File: config.mk
export PLATFORM = sky130hd
export DESIGN_NAME = dual_blink_pwm
export DESIGN_NICKNAME = d
export VERILOG_FILES = /design/src/rtl/blink_pkg.sv /design/src/rtl/blink_tick_gen.sv /design/src/rtl/blink_chan.sv /design/src/rtl/dual_blink_pwm.sv
export SDC_FILE = /design/constraint.sdc
export NUM_CORES = 1
export LEC_CHECK = 0
export ABC_AREA = 1
export BUFFER_PORTS_ARGS = -buffer_cell sky130_fd_sc_hd__clkbuf_2
export CAP_MARGIN = 20
export CORE_MARGIN = 1.5
export CORE_UTILIZATION = 60
export DETAILED_ROUTE_END_ITERATION = 10
export PLACE_DENSITY = 0.8
export SLEW_MARGIN = 20
export SYNTH_ARGS = -nofsm -noshare
export SYNTH_HDL_FRONTEND = slang
export SYNTH_HIERARCHICAL = 1
export SYNTH_SLANG_ARGS = --single-unit
File: constraint.sdc
create_clock -name clk -period 2.03 [get_ports clk]
set_input_delay 0.203 -clock clk [delete_from_list [all_inputs] [get_ports clk]]
set_output_delay 0.203 -clock clk [all_outputs]
set_load 0.02 [all_outputs]
File: src/rtl/blink_pkg.sv
package blink_pkg;
  localparam int unsigned STEP_HZ  = 152 * 256;
  localparam logic [7:0]  DUTY_RST = 8'h80;
  localparam logic [7:0]  PSC_RST  = 8'h00;

  // Clocks per base tick, never below one.
  function automatic int unsigned base_div(input int unsigned clk_hz,
                                           input int unsigned scale);
    int unsigned d;
    d = clk_hz / (STEP_HZ * scale);
    return (d == 0) ? 1 : d;
  endfunction

  // Output level for a given step and duty: 0 = lit.
  function automatic logic level_n(input logic [7:0] step,
                                   input logic [7:0] duty);
    return !(step < duty);
  endfunction
endpackage

File: src/rtl/blink_tick_gen.sv
module blink_tick_gen #(
  parameter int unsigned DIV = 4
) (
  input  logic clk,
  input  logic rst_n,
  output logic tick_o
);
  generate
    if (DIV <= 1) begin : g_pass
      assign tick_o = 1'b1;
    end else begin : g_div
      localparam int CW = $clog2(DIV);
      localparam logic [CW-1:0] LAST = CW'(DIV - 1);
      logic [CW-1:0] cnt_q;
      always_ff @(posedge clk or negedge rst_n) begin
        if (!rst_n)             cnt_q <= '0;
        else if (cnt_q == LAST) cnt_q <= '0;
        else                    cnt_q <= cnt_q + 1'b1;
      end
      assign tick_o = (cnt_q == LAST);
    end
  endgenerate
endmodule

File: src/rtl/blink_chan.sv
module blink_chan
  import blink_pkg::*;
(
  input  logic       clk,
  input  logic       rst_n,
  input  logic       base_tick_i,
  input  logic [7:0] psc_i,
  input  logic [7:0] duty_i,
  output logic       blink_n_o,
  output logic [7:0] step_o,
  output logic       step_tick_o,
  output logic       wrap_o,
  output logic [7:0] duty_act_o,
  output logic [7:0] psc_act_o
);
  logic [7:0] pcnt_q, step_q, duty_q, psc_q;
  logic       step_tick, wrap;

  assign step_tick = base_tick_i && (pcnt_q == psc_q);
  assign wrap      = step_tick && (step_q == 8'hFF);

  always_ff @(posedge clk or negedge rst_n) begin
    if (!rst_n) begin
      pcnt_q <= '0;
      step_q <= '0;
      duty_q <= DUTY_RST;
      psc_q  <= PSC_RST;
    end else begin
      if (step_tick)        pcnt_q <= '0;
      else if (base_tick_i) pcnt_q <= pcnt_q + 1'b1;
      if (step_tick)        step_q <= step_q + 1'b1;
      if (wrap) begin
        duty_q <= duty_i;
        psc_q  <= psc_i;
      end
    end
  end

  assign blink_n_o   = level_n(step_q, duty_q);
  assign step_o      = step_q;
  assign step_tick_o = step_tick;
  assign wrap_o      = wrap;
  assign duty_act_o  = duty_q;
  assign psc_act_o   = psc_q;
endmodule

File: src/rtl/dual_blink_pwm.sv
module dual_blink_pwm
  import blink_pkg::*;
#(
  parameter int unsigned CLK_HZ     = 10_000_000,
  parameter int unsigned TICK_SCALE = 1
) (
  input  logic       clk,
  input  logic       rst_n,
  input  logic [7:0] psc0_i,
  input  logic [7:0] duty0_i,
  input  logic [7:0] psc1_i,
  input  logic [7:0] duty1_i,
  output logic       blink0_n,
  output logic       blink1_n
);
  localparam int unsigned DIV = base_div(CLK_HZ, TICK_SCALE);
  localparam int          NCH = 2;

  logic                      base_tick;
  logic [NCH-1:0][7:0]       psc_in, duty_in, step, duty_act, psc_act;
  logic [NCH-1:0]            step_tick, wrap, blink_n;

  assign psc_in  = {psc1_i, psc0_i};
  assign duty_in = {duty1_i, duty0_i};

  blink_tick_gen #(.DIV(DIV)) u_tick (
    .clk(clk), .rst_n(rst_n), .tick_o(base_tick)
  );

  for (genvar c = 0; c < NCH; c++) begin : g_ch
    blink_chan u_ch (
      .clk(clk), .rst_n(rst_n), .base_tick_i(base_tick),
      .psc_i(psc_in[c]), .duty_i(duty_in[c]),
      .blink_n_o(blink_n[c]), .step_o(step[c]),
      .step_tick_o(step_tick[c]), .wrap_o(wrap[c]),
      .duty_act_o(duty_act[c]), .psc_act_o(psc_act[c])
    );
  end

  assign blink0_n = blink_n[0];
  assign blink1_n = blink_n[1];
endmodule

# Word level (Yosys, flattened, before mapping)
# Cells that the tools add are included.
[totals]
regBits = 72
input_bits = 34
out_inout_bits = 2
[op_classes]
n_addsub = 5
n_lt_le_gt_ge = 2
eq_ne = 5
n_mux = 5
n_reduce_logical = 8
[op_table]
columns = ["operator", "count"]
rows = [
  ["$add A8 B1 Y8 const B", 5],
  ["$mux W8", 5],
  ["$eq A8 B8 Y1 const B", 3],
  ["$eq A8 B8 Y1", 2],
  ["$lt A8 B8 Y1", 2],
  ["$logic_and A1 B1 Y1", 4],
  ["$reduce_bool A2 Y1", 2],
  ["$logic_not A1 Y1", 2],
]

# Longest topological paths before layout
# Gate-level depths: netlist of the first run.
[logic_depth]
ltp_word = 3
depth_mapped = 12
mapped_depth_nobuf = 11

# By module
# The synthesis of the first run kept the hierarchy.
[by_module_without_submodules]
columns = ["module", "instances", "cells_each", "area_each_um2", "seq_area_each_um2"]
rows = [
  ["blink_chan", 2, 244, 1880.6, 802.0],
  ["blink_tick_gen", 1, 44, 371.6, 200.2],
]

# Least setup slack after synthesis of the first run
# No wires, ideal clock.
[synth_path]
path_type = "reg-to-reg"
startpoint = "reg u_tick.g_div.cnt_q[0]"
endpoint = "reg g_ch[0].u_ch.pcnt_q[5]"
setup_ns = 0.063
t_arrival_ns = 1.726
setup_slack_ns = 0.240
stages_incl_launch_ff = 13
n_path_buf = 1
period_less_slack_ns = 1.790
path_cell_list = "dfrtp_1 ha_1 nand2_1 nor2_2 nand3_2 inv_2 buf_2 inv_1 nor3_1 nand2_1 o21ai_0 nand3_1 inv_1"
[synth_via]
elab_chain_len = 3
[synth_rtl]
columns = ["element", "line", "rtl"]
rows = [
  ["from (decl)", "blink_tick_gen.sv:14", "logic [CW-1:0] cnt_q;"],
  ["from (signal assigned)", "blink_tick_gen.sv:18", "else cnt_q <= cnt_q + 1'b1;"],
  ["$eq A8 B8 Y1 *", "blink_tick_gen.sv:20", "assign tick_o = (cnt_q == LAST);"],
  ["named net base_tick", "dual_blink_pwm.sv:19", "logic base_tick;"],
  ["$logic_and A1 B1 Y1", "blink_chan.sv:19", "assign step_tick = base_tick_i && (pcnt_q == psc_q);"],
  ["$mux W8 / $reduce_bool A2 Y1 (equally long branches)", "n/a", ""],
  ["to (signal assigned)", "blink_chan.sv:30", "else if (base_tick_i) pcnt_q <= pcnt_q + 1'b1;"],
  ["to (decl)", "blink_chan.sv:16", "logic [7:0] pcnt_q, step_q, duty_q, psc_q;"],
]
# The timed path passes the listed nets; every way through them passes the cells marked *.
# A chain may end at the register's enable or synchronous reset.

# Final worst setup path of the first run
[layout_path]
startpoint = "reg u_tick.g_div.cnt_q[0]"
endpoint = "reg g_ch[0].u_ch.duty_q[0]"
[layout_via]
elab_chain_len = 3
[layout_rtl]
columns = ["element", "line", "rtl"]
rows = [
  ["$eq A8 B8 Y1", "blink_tick_gen.sv:20", ""],
  ["named net base_tick", "dual_blink_pwm.sv:19", ""],
  ["$logic_and A1 B1 Y1", "blink_chan.sv:19", ""],
  ["$logic_and A1 B1 Y1", "blink_chan.sv:20", "assign wrap = step_tick && (step_q == 8'hFF);"],
  ["to (signal assigned)", "blink_chan.sv:33", "duty_q <= duty_i;"],
  ["to (decl)", "blink_chan.sv:16", ""],
]
# The timed path passes the listed nets, and every way through them passes these cells.

==> out/metrics.csv, run 1 <==
metric,value,unit
status,completed,
nets,630,
tightestPinTransition,587,ps
port_buffers,35,
slew_viol_final,0,
irDropWorstVdd,0.000535,V
die-area,7380,um2
max_freq,517,MHz
finalSetupViolations,0,
grt_max_degree,49,
fin_util,71.2,%
die_w,85.9,um
diodes,0,
cts_tree,done,
reg2reg_from,u_tick/g_div.cnt_q[0]$_DFF_PN0_,
root_buffer,clkbuf_8,
critPathCaptureType,flip-flop,
ant_nets,0,
hold_violations,0,
cp-startpoint,u_tick/g_div.cnt_q[0]$_DFF_PN0_,
fin_crit,1940,ps
drt_pass1_iterations,4,
required,2270,ps
fin_ws,94.0,ps
hold-worst-slack,74.2,ps
rows,30,
worstPathArrival,2170,ps
cts_max_path_buffers,2,
hold_path_class,in2reg,
crit_fanout,21,
avgSynthCellArea,7.78,um2
dp_hpwl,5950,um
netlist_area,4130,um2
finalWirelength,8710,um
syn_inst,530,
tns,0,ps
routabilityCongestion,0.805,
yosysWarnings,6,
insertion_delay,350,ps
initial_core_util,61.4,%
area_delta_synth_final,15.9,%
slew_headroom,60.8,%
p_leak,2.81,nW
drive_gt1_share,18.9,%
h-tree-depth,3,
wl_per_cell,13.2,um
fin_crit_sh,95.4,%
cellPowerDensity,593,nW/um2
grt_pass1_wl,14400,um
crit_type,reg2reg,
drtIter0Drc,251,
antenna_found_initial,0,
dieHeight,85.9,um
coreArea,6720,um2
grt_pass1_vias,3283,
clock_sinks,72,
clkSlewWorstSetupHoldPaths,80,ps
numCtsBuffers,9,
pre_cts_ws,-28.2,ps
drc,0,
rsz0062_at_grt,true,
grt.overflow.total,0,
viasPerCell,5.33,
num_vias,3526,
hp-start,duty0_i[7],
worst_setup_path_start_kind,flip-flop,
finalPower,2.84,mW
synth_nets,583,
grtUsageTotal,24.9,%
ioPinCount,36,
fin_skew,8.52,ps
drv_cap,0,
cells in the final DEF, fill, tap and decap left out, drive strengths merged, types with 3 or more instances in the layout:
| cell type | count |
|---|---|
| ha | 19 |
| clkinv | 3 |
| xnor2 | 11 |
| xor2 | 4 |
| a21oi | 7 |
| clkbuf | 44 |
| nand3 | 34 |
| nor3 | 4 |
| inv | 68 |
| dfrtp | 70 |
| nand2 | 200 |
| nor2 | 35 |
| nand4 | 38 |
| buf | 18 |
| o21ai | 14 |
registers in the layout, summed over array words and instances, names as in the netlist:
register and flops:
g_ch.u_ch/duty_act_o 16, g_ch.u_ch/pcnt_q 16, g_ch.u_ch/psc_act_o 16, g_ch.u_ch/step_o 16, u_tick/g_div.cnt_q 8
per-stage QoR:
step	instances	cell area, um2
after floorplan	530	4130
after global placement	636	4360
after detailed placement	636	4360
after CTS	653	4620
after global routing	662	4780
final	662	4780
timing repair:
| action | CTS | global route |
|---|---|---|
| gates resized for setup | 2 | 23 |
| cloned | 0 | 1 |
| endpoints found under the setup margin | 14 | 35 |
| hold endpoints to repair | 22 | 0 |
| hold buffers | 1 | 0 |
| buffers inserted | 0 | 8 |
| pin swaps | 0 | 3 |
final timing paths:
path	to	slack, ps	cells after the start
worst min-delay path	g_ch[0].u_ch/duty_act_o[7]$_DFFE_PN1P_	70	3
min in group asynchronous	g_ch[1].u_ch/step_o[2]$_DFFE_PN0N_	380	2
max in group asynchronous	g_ch[1].u_ch/duty_act_o[7]$_DFFE_PN1P_	930	3
worst max register to register	g_ch[0].u_ch/duty_act_o[0]$_DFFE_PN0P_	90	10
worst min register to register	g_ch[1].u_ch/duty_act_o[7]$_DFFE_PN1P_	470	2
worst max-delay path	g_ch[0].u_ch/duty_act_o[0]$_DFFE_PN0P_	90	10
where the power goes:
part	internal, mW	total, mW	leakage, nW	switching, mW
logic	0.0285	0.0675	1.87	0.0390
clock network	0.793	1.34	0.115	0.543
registers	1.43	1.43	0.825	0
total	2.25	2.84	2.81	0.582
cell type report:
class / count / area, um2
clock buffers: 12 / 165
clock inverters: 4 / 75.1
fillers: 513 / 1940
inverters: 71 / 274
multi-input cells: 372 / 2040
flip-flops and latches: 72 / 1810
well taps: 80 / 100
repair buffers: 51 / 317
metal layers:
| layer | routed length, um | track usage [%] | vias to the layer above |
|---|---|---|---|
| li1 | - | - | 1780 |
| met2 | 4350 | 42.4 | 52 |
| met3 | 321 | 5.20 | 8 |
| met5 | 0 | 0 | - |
| met4 | 97 | 8.06 | 0 |
| met1 | 3940 | 31.7 | 1686 |
worst max-delay path, cell delays in order, from the launching register on:
cell	delay, ps
dfrtp_1	390
ha_1	180
nand2_1	90
nor2_2	150
nand3_2	150
clkinv_4	130
buf_4	110
buf_4	270
nand3_4	180
nand2_1	110
nand2_1	60
Power figures use the tool's default switching activity.
==> inputs of run 2 (changes only) <==
--- a/config.mk
+++ b/config.mk
@@ -15,5 +15,4 @@
 export SLEW_MARGIN = 20
 export SYNTH_ARGS = -nofsm -noshare
 export SYNTH_HDL_FRONTEND = slang
-export SYNTH_HIERARCHICAL = 1
 export SYNTH_SLANG_ARGS = --single-unit
==> run 2 against run 1 <==
Final cell count shrank 1.2%. Critical endpoint is now blink0_n. Cell area down 3.9%. Via count down 2.3%.
==> out/metrics.csv, run 2 <==
metric,value,unit,change
status,completed,,
required,1830,ps,-440 ps
irDropWorstVdd,0.000332,V,-38%
avgSynthCellArea,7.91,um2,+1.6%
ant_nets,0,,unchanged
routabilityCongestion,0.831,,+3.3%
switching_share,22.6,%,+2.1 points
grt_pass1_vias,3331,,+1.5%
comb_power_share,2.7,%,+0.3 points
fin_skew,11.4,ps,+2.84 ps
diodes,0,,unchanged
drtIter0Drc,135,,-46%
fin_util,68.0,%,-3.2 points
area_delta_synth_final,9.58,%,
ys_ff_latch,72,,
critPathCaptureType,output pin,,
wl_per_cell,12.4,um,-6.0%
ys_seq_area_share,43.0,%,
drt-met1-wl,3710,um,-5.9%
final_cell_area,4590,um2,-3.9%
synth_top_area_share,41.8,%,
crit_buf_inv,2,,-1
slew_viol_final,0,,unchanged
ioPinCount,36,,unchanged
pwr-share-seq,57.2,%,+6.7 points
die_w,86.6,um,+0.79%
async_reset_ff_share,100,%,
fin_crit,1950,ps,+10.2 ps
grtUsageTotal,24.0,%,-0.89 points
synth_ff_type,dfrtp_1,,
drv_cap,0,,unchanged
coreArea,6760,um2,+0.56%
h-tree-depth,3,,unchanged
drc,0,,unchanged
initial_core_util,62.1,%,+0.66 points
die-area,7500,um2,+1.6%
critPathSlowestCell,dfstp_2,,
crit_top_cell,nand2_1,,
yosysWarnings,0,,-6
top_layer,met4,,
grt_max_degree,35,,-29%
dp_hpwl,5890,um,-0.91%
cellPowerDensity,545,nW/um2,-8.1%
port_buffers,35,,unchanged
drt_pass1_iterations,4,,unchanged
hold_path_class,in2reg,,
hold_violations,0,,unchanged
worst_setup_path_start_kind,flip-flop,,
numCtsBuffers,9,,unchanged
finalWirelength,8090,um,-7.1%
nets,622,,-1.3%
wl_met2,3850,um,-12%
synth_common_cells,"192 x nand2_1, 70 x dfrtp_1, 54 x inv_1, 37 x nand4_1, 33 x nor2_1",,
synth_area_leaders,"dfrtp_1 42%, nand2_1 17%, ha_1 5.7%",,
num_vias,3446,,-2.3%
fin_ws,83.8,ps,-10.2 ps
synth-edff-count,0,,
grt_pass1_wl,14100,um,-2.6%
p_int,1.94,mW,-14%
p_switching,0.567,mW,-2.6%
dr_wl_met3,306,um,-4.7%
dieHeight,86.6,um,+0.79%
crit_fanout,2,,-90%
netlist_area,4190,um2,+1.6%
finalPower,2.51,mW,-12%
drive_gt1_share,16.4,%,-2.5 points
syn_inst,530,,unchanged
pre_cts_ws,179,ps,+207 ps
crit_chain,"inv_1, ha_1, nand2_1, nor2_1, a211oi_2, nand2_1, clkbuf_2",,
insertion_delay,360,ps,about the same
worstPathArrival,1740,ps,-430 ps
final_common_cell,nand2_1,,
p_leak,2.60,nW,-7.5%
synth_nets,583,,unchanged
synth.most_common_cell,nand2_1,,
cpPeakStageDelay,530,ps,+140 ps
postPlaceCellArea,4380,um2,+0.40%
critPathTopFamily,flip-flops,,
fin_crit_sh,95.9,%,+0.50 points
cts_tree,done,,
slew_headroom,69.4,%,+8.5 points
rows,30,,unchanged
fillers,553,,+7.8%
clock_sinks,72,,unchanged
cts_max_path_buffers,2,,unchanged
viasPerCell,5.27,,-1.1%
crit_type,reg2out,,
final_cell_mix,"192 x nand2_1, 70 x dfrtp_1, 53 x inv_1",,
yosysTopAreaCell,dfrtp_1,,
finalSetupViolations,0,,unchanged
root_buffer,clkbuf_8,,
grt.overflow.total,0,,unchanged
clkSlewWorstSetupHoldPaths,70,ps,about the same
antenna_found_initial,0,,unchanged
max_freq,514,MHz,-0.52%
power.share.clock,40.1,%,-7.0 points
tightestPinTransition,460,ps,-128 ps
synth_cell_type_count,30,,
-- run 2: per-layer routing --
metal  global-route usage, %  up-vias
li1                        -     1761
met1                    29.2     1593
met2                    40.8       70
met3                    4.48       22
met4                    11.9        0
met5                       0        -
-- run 2: power by group through the flow --
stage	combinational [mW]	sequential, mW	clock [mW]
final	0.0668	1.43	1.01
after global routing	0.0766	1.43	1.09
after CTS	0.0699	1.43	1.03
after detailed placement	0.0682	1.46	0
after global placement	0.0677	1.46	0
after floorplan	0.000321	1.46	0
-- run 2: what timing repair did --
item	4_1_cts	5_1_grt
buffers inserted	0	2
endpoints found under the setup margin	0	4
resized for setup	0	5
hold buffers	1	0
hold endpoints to repair	18	0
-- run 2: cell families (layout without fill, tap and decap cells) --
family	Yosys count	in the layout	synth area share, %
adders and majority gates	19	19	5.67
DFF	72	72	43.0
xor gates and xnor gates	17	17	3.55
buffers and inverters	81	125	9.85
AOI/OAI and AO/OA	29	29	3.58
and+or+nand+nor	312	312	34.3
-- run 2: final cells by class --
cell class / count / area, um2 / area share, %
well taps: 80 / 100 / 2.18
inverters: 63 / 240 / 5.23
clock inverters: 3 / 18.8 / 0.408
multi-input cells: 377 / 1990 / 43.4
flip-flops and latches: 72 / 1800 / 39.3
repair buffers: 46 / 288 / 6.26
clock buffers: 13 / 149 / 3.24
-- run 2: final timing paths --
kind / from / end / slack (ps) / cells after the start
setup / recovery: g_ch[0].u_ch.duty_act_o[7]$_DFFE_PN1P_ / blink0_n / 80 / 7
hold / removal: duty0_i[7] / g_ch[0].u_ch.duty_act_o[7]$_DFFE_PN1P_ / 40 / 3
setup reg to reg: u_tick.g_div.cnt_q[0]$_DFF_PN0_ / g_ch[1].u_ch.duty_act_o[6]$_DFFE_PN0P_ / 180 / 8
hold reg to reg: g_ch[0].u_ch.duty_act_o[7]$_DFFE_PN1P_ / g_ch[0].u_ch.duty_act_o[7]$_DFFE_PN1P_ / 460 / 2
max in group asynchronous: rst_n / g_ch[1].u_ch.duty_act_o[7]$_DFFE_PN1P_ / 1010 / 3
min in group asynchronous: rst_n / u_tick.g_div.cnt_q[3]$_DFF_PN0_ / 330 / 2
-- run 2: worst min-delay path, cell delays in order --
cell and delay, ps:
clkbuf_2 80, nand4_1 70, nand2_1 50
-- run 2: per-stage QoR --
step / TNS (ps) / instances / hold slack [ps]
final: 0 / 654 / 43.0
after detailed placement: 0 / 635 / 183
after CTS: 0 / 652 / 43.4
after floorplan: 0 / 530 / -92.6
after global routing: -0.162 / 654 / 70.6
after global placement: 0 / 635 / 182
==> inputs of run 3 (changes only) <==
--- a/config.mk
+++ b/config.mk
@@ -12,6 +12,7 @@
 export CORE_UTILIZATION = 60
 export DETAILED_ROUTE_END_ITERATION = 10
 export PLACE_DENSITY = 0.8
+export SETUP_SLACK_MARGIN = 0.5
 export SLEW_MARGIN = 20
 export SYNTH_ARGS = -nofsm -noshare
 export SYNTH_HDL_FRONTEND = slang
==> run 3 against run 2 <==
First-iteration DRC count increased to 3.9 times the previous value. Via count grew 35%. Sequential share of layout area fell by 8.2 points. Global-route usage grew 5.2 points.
==> out/metrics.csv, run 3 (same netlist as run 2, synthesis figures left out) <==
metric,value,unit,change
critPathCaptureType,output pin,,
switching_share,22.9,%,+0.26 points
comb_power_share,2.4,%,-0.3 points
fillers,305,,-45%
die-area,7500,um2,unchanged
drtIter0Drc,521,,+290%
status,completed,,
port_buffers,35,,unchanged
coreArea,6760,um2,unchanged
power.share.clock,47.0,%,+6.9 points
ioPinCount,36,,unchanged
area_delta_synth_final,39.6,%,
worst_setup_path_start_kind,flip-flop,,
hold_violations,0,,unchanged
tightestPinTransition,434,ps,-25.3 ps
cts_tree,done,,
insertion_delay,370,ps,about the same
worstPathArrival,1740,ps,about the same
reg2regPathDepth,10,,+2
max_freq,516,MHz,+0.39%
cpPeakStageDelay,360,ps,-170 ps
grtUsageTotal,29.1,%,+5.2 points
dieHeight,86.6,um,unchanged
p_int,2.18,mW,+12%
ant_nets,0,,unchanged
wl_per_cell,21.0,um,+70%
grt.overflow.total,0,,unchanged
critPathTopFamily,flip-flops,,
final_cell_mix,"166 x nand2_1, 59 x dfrtp_1, 48 x inv_1",,
finalWirelength,15200,um,+88%
h-tree-depth,3,,unchanged
final_common_cell,nand2_1,,
pwr-share-seq,50.7,%,-6.5 points
clkSlewWorstSetupHoldPaths,80,ps,about the same
grt_max_degree,73,,+110%
dp_hpwl,5720,um,-2.8%
critPathSlowestCell,dfrtp_1,,
numCtsBuffers,9,,unchanged
initial_core_util,62.1,%,unchanged
hold_path_class,in2reg,,
diodes,0,,unchanged
worstSetupPathDepth,7,,unchanged
p_switching,0.647,mW,+14%
drv_cap,0,,unchanged
fin_ws,91.4,ps,+7.54 ps
die_w,86.6,um,unchanged
hold-path-cell-count,3,,unchanged
pre_cts_ws,200,ps,+20.9 ps
drive_gt1_share,37.2,%,+21 points
slew_headroom,70.8,%,+1.4 points
viasPerCell,6.42,,+22%
fin_skew,10.1,ps,-1.30 ps
fin_crit_sh,95.5,%,-0.37 points
crit_type,reg2out,,
required,1830,ps,about the same
cts_max_path_buffers,2,,unchanged
finalSetupViolations,0,,unchanged
tns,0,ps,unchanged
root_buffer,clkbuf_8,,
clock_sinks,72,,unchanged
crit_buf_inv,2,,unchanged
rsz0062_at_grt,true,,
grt_pass1_wl,17100,um,+21%
rows,30,,unchanged
fin_crit,1940,ps,-7.54 ps
p_leak,3.10,nW,+19%
drc,0,,unchanged
routabilityCongestion,0.840,,+1.1%
nets,693,,+11%
fin_util,86.6,%,+19 points
antenna_found_initial,0,,unchanged
slew_viol_final,0,,unchanged
drt_pass1_iterations,8,,+4
crit_fanout,2,,unchanged
irDropWorstVdd,0.000419,V,+26%
cellPowerDensity,483,nW/um2,-11%
grt_pass1_vias,3895,,+17%
num_vias,4651,,+35%
crit_chain,"inv_1, ha_1, a21oi_1, nor2_2, a211oi_2, nand2_1, clkbuf_8",,
run 3: cell count changes in the layout (fill, tap and decap cells not counted), sizes merged:
cell	delta
buf	+57
nand2	+6
bufinv	+2
nand3	+2
and2	+1
clkbuf	+1
clkinv	+1
inv	+1
run 3: power groups by stage:
stage	registers, mW	logic, mW	clock network [mW]
after global placement	1.46	0.0652	0
after floorplan	1.46	0.000321	0
after global routing	1.43	0.0750	1.38
after detailed placement	1.46	0.0663	0
after CTS	1.43	0.0678	1.29
final	1.43	0.0666	1.33
run 3: what timing repair did:
action / in CTS / in global routing
setup endpoints to repair: 67 / 67
gates resized for setup: 43 / 106
cloned: 6 / 10
buffers inserted: 23 / 34
endpoints found under the hold margin: 70 / 0
hold buffers: 1 / 0
pin swaps: 21 / 54
run 3: layout make-up:
type                    instances  area, um2  area share (%)
repair inverters                1       8.76           0.150
clock buffers                  10        138            2.35
inverters                      63        262            4.47
well taps                      80        100            1.71
repair buffers                107       1000            17.1
clock inverters                 6       82.6            1.41
multi-input cells             386       2440            41.8
flip-flops and latches         72       1820            31.1
run 3: final timing paths:
kind	from	end	slack [ps]
setup / recovery	g_ch[0].u_ch.duty_act_o[5]$_DFFE_PN0P_	blink0_n	90
hold / removal	duty0_i[7]	g_ch[0].u_ch.duty_act_o[7]$_DFFE_PN1P_	50
hold reg to reg	g_ch[1].u_ch.duty_act_o[7]$_DFFE_PN1P_	g_ch[1].u_ch.duty_act_o[7]$_DFFE_PN1P_	480
setup reg to reg	g_ch[0].u_ch.pcnt_q[5]$_DFFE_PN0P_	g_ch[0].u_ch.duty_act_o[3]$_DFFE_PN0P_	240
max in group asynchronous	rst_n	g_ch[0].u_ch.duty_act_o[7]$_DFFE_PN1P_	1270
min in group asynchronous	rst_n	g_ch[1].u_ch.psc_act_o[3]$_DFFE_PN0P_	390
run 3: metal layers:
layer  GRT usage [%]  share of wire [%]  up-vias
met2            50.7                 47      389
met5               0                  0        -
met3            5.05                9.9      167
met1            34.9                 34     2169
li1                -                  -     1926
met4            14.2                8.6        0
run 3: per-stage QoR:
step                power (mW)  cells  hold slack [ps]  area [um2]
floorplan                 1.46    530            -92.6        4200
global placement          1.53    635              261        4390
detailed placement        1.53    635              260        4390
CTS                       2.79    681             52.6        5030
global route              2.88    725             58.5        5850
finish                    2.83    725             45.1        5850
run 3: worst min-delay path: stages:
cell	delay, ps
clkbuf_2	80
nand4_1	70
nand2_1	50
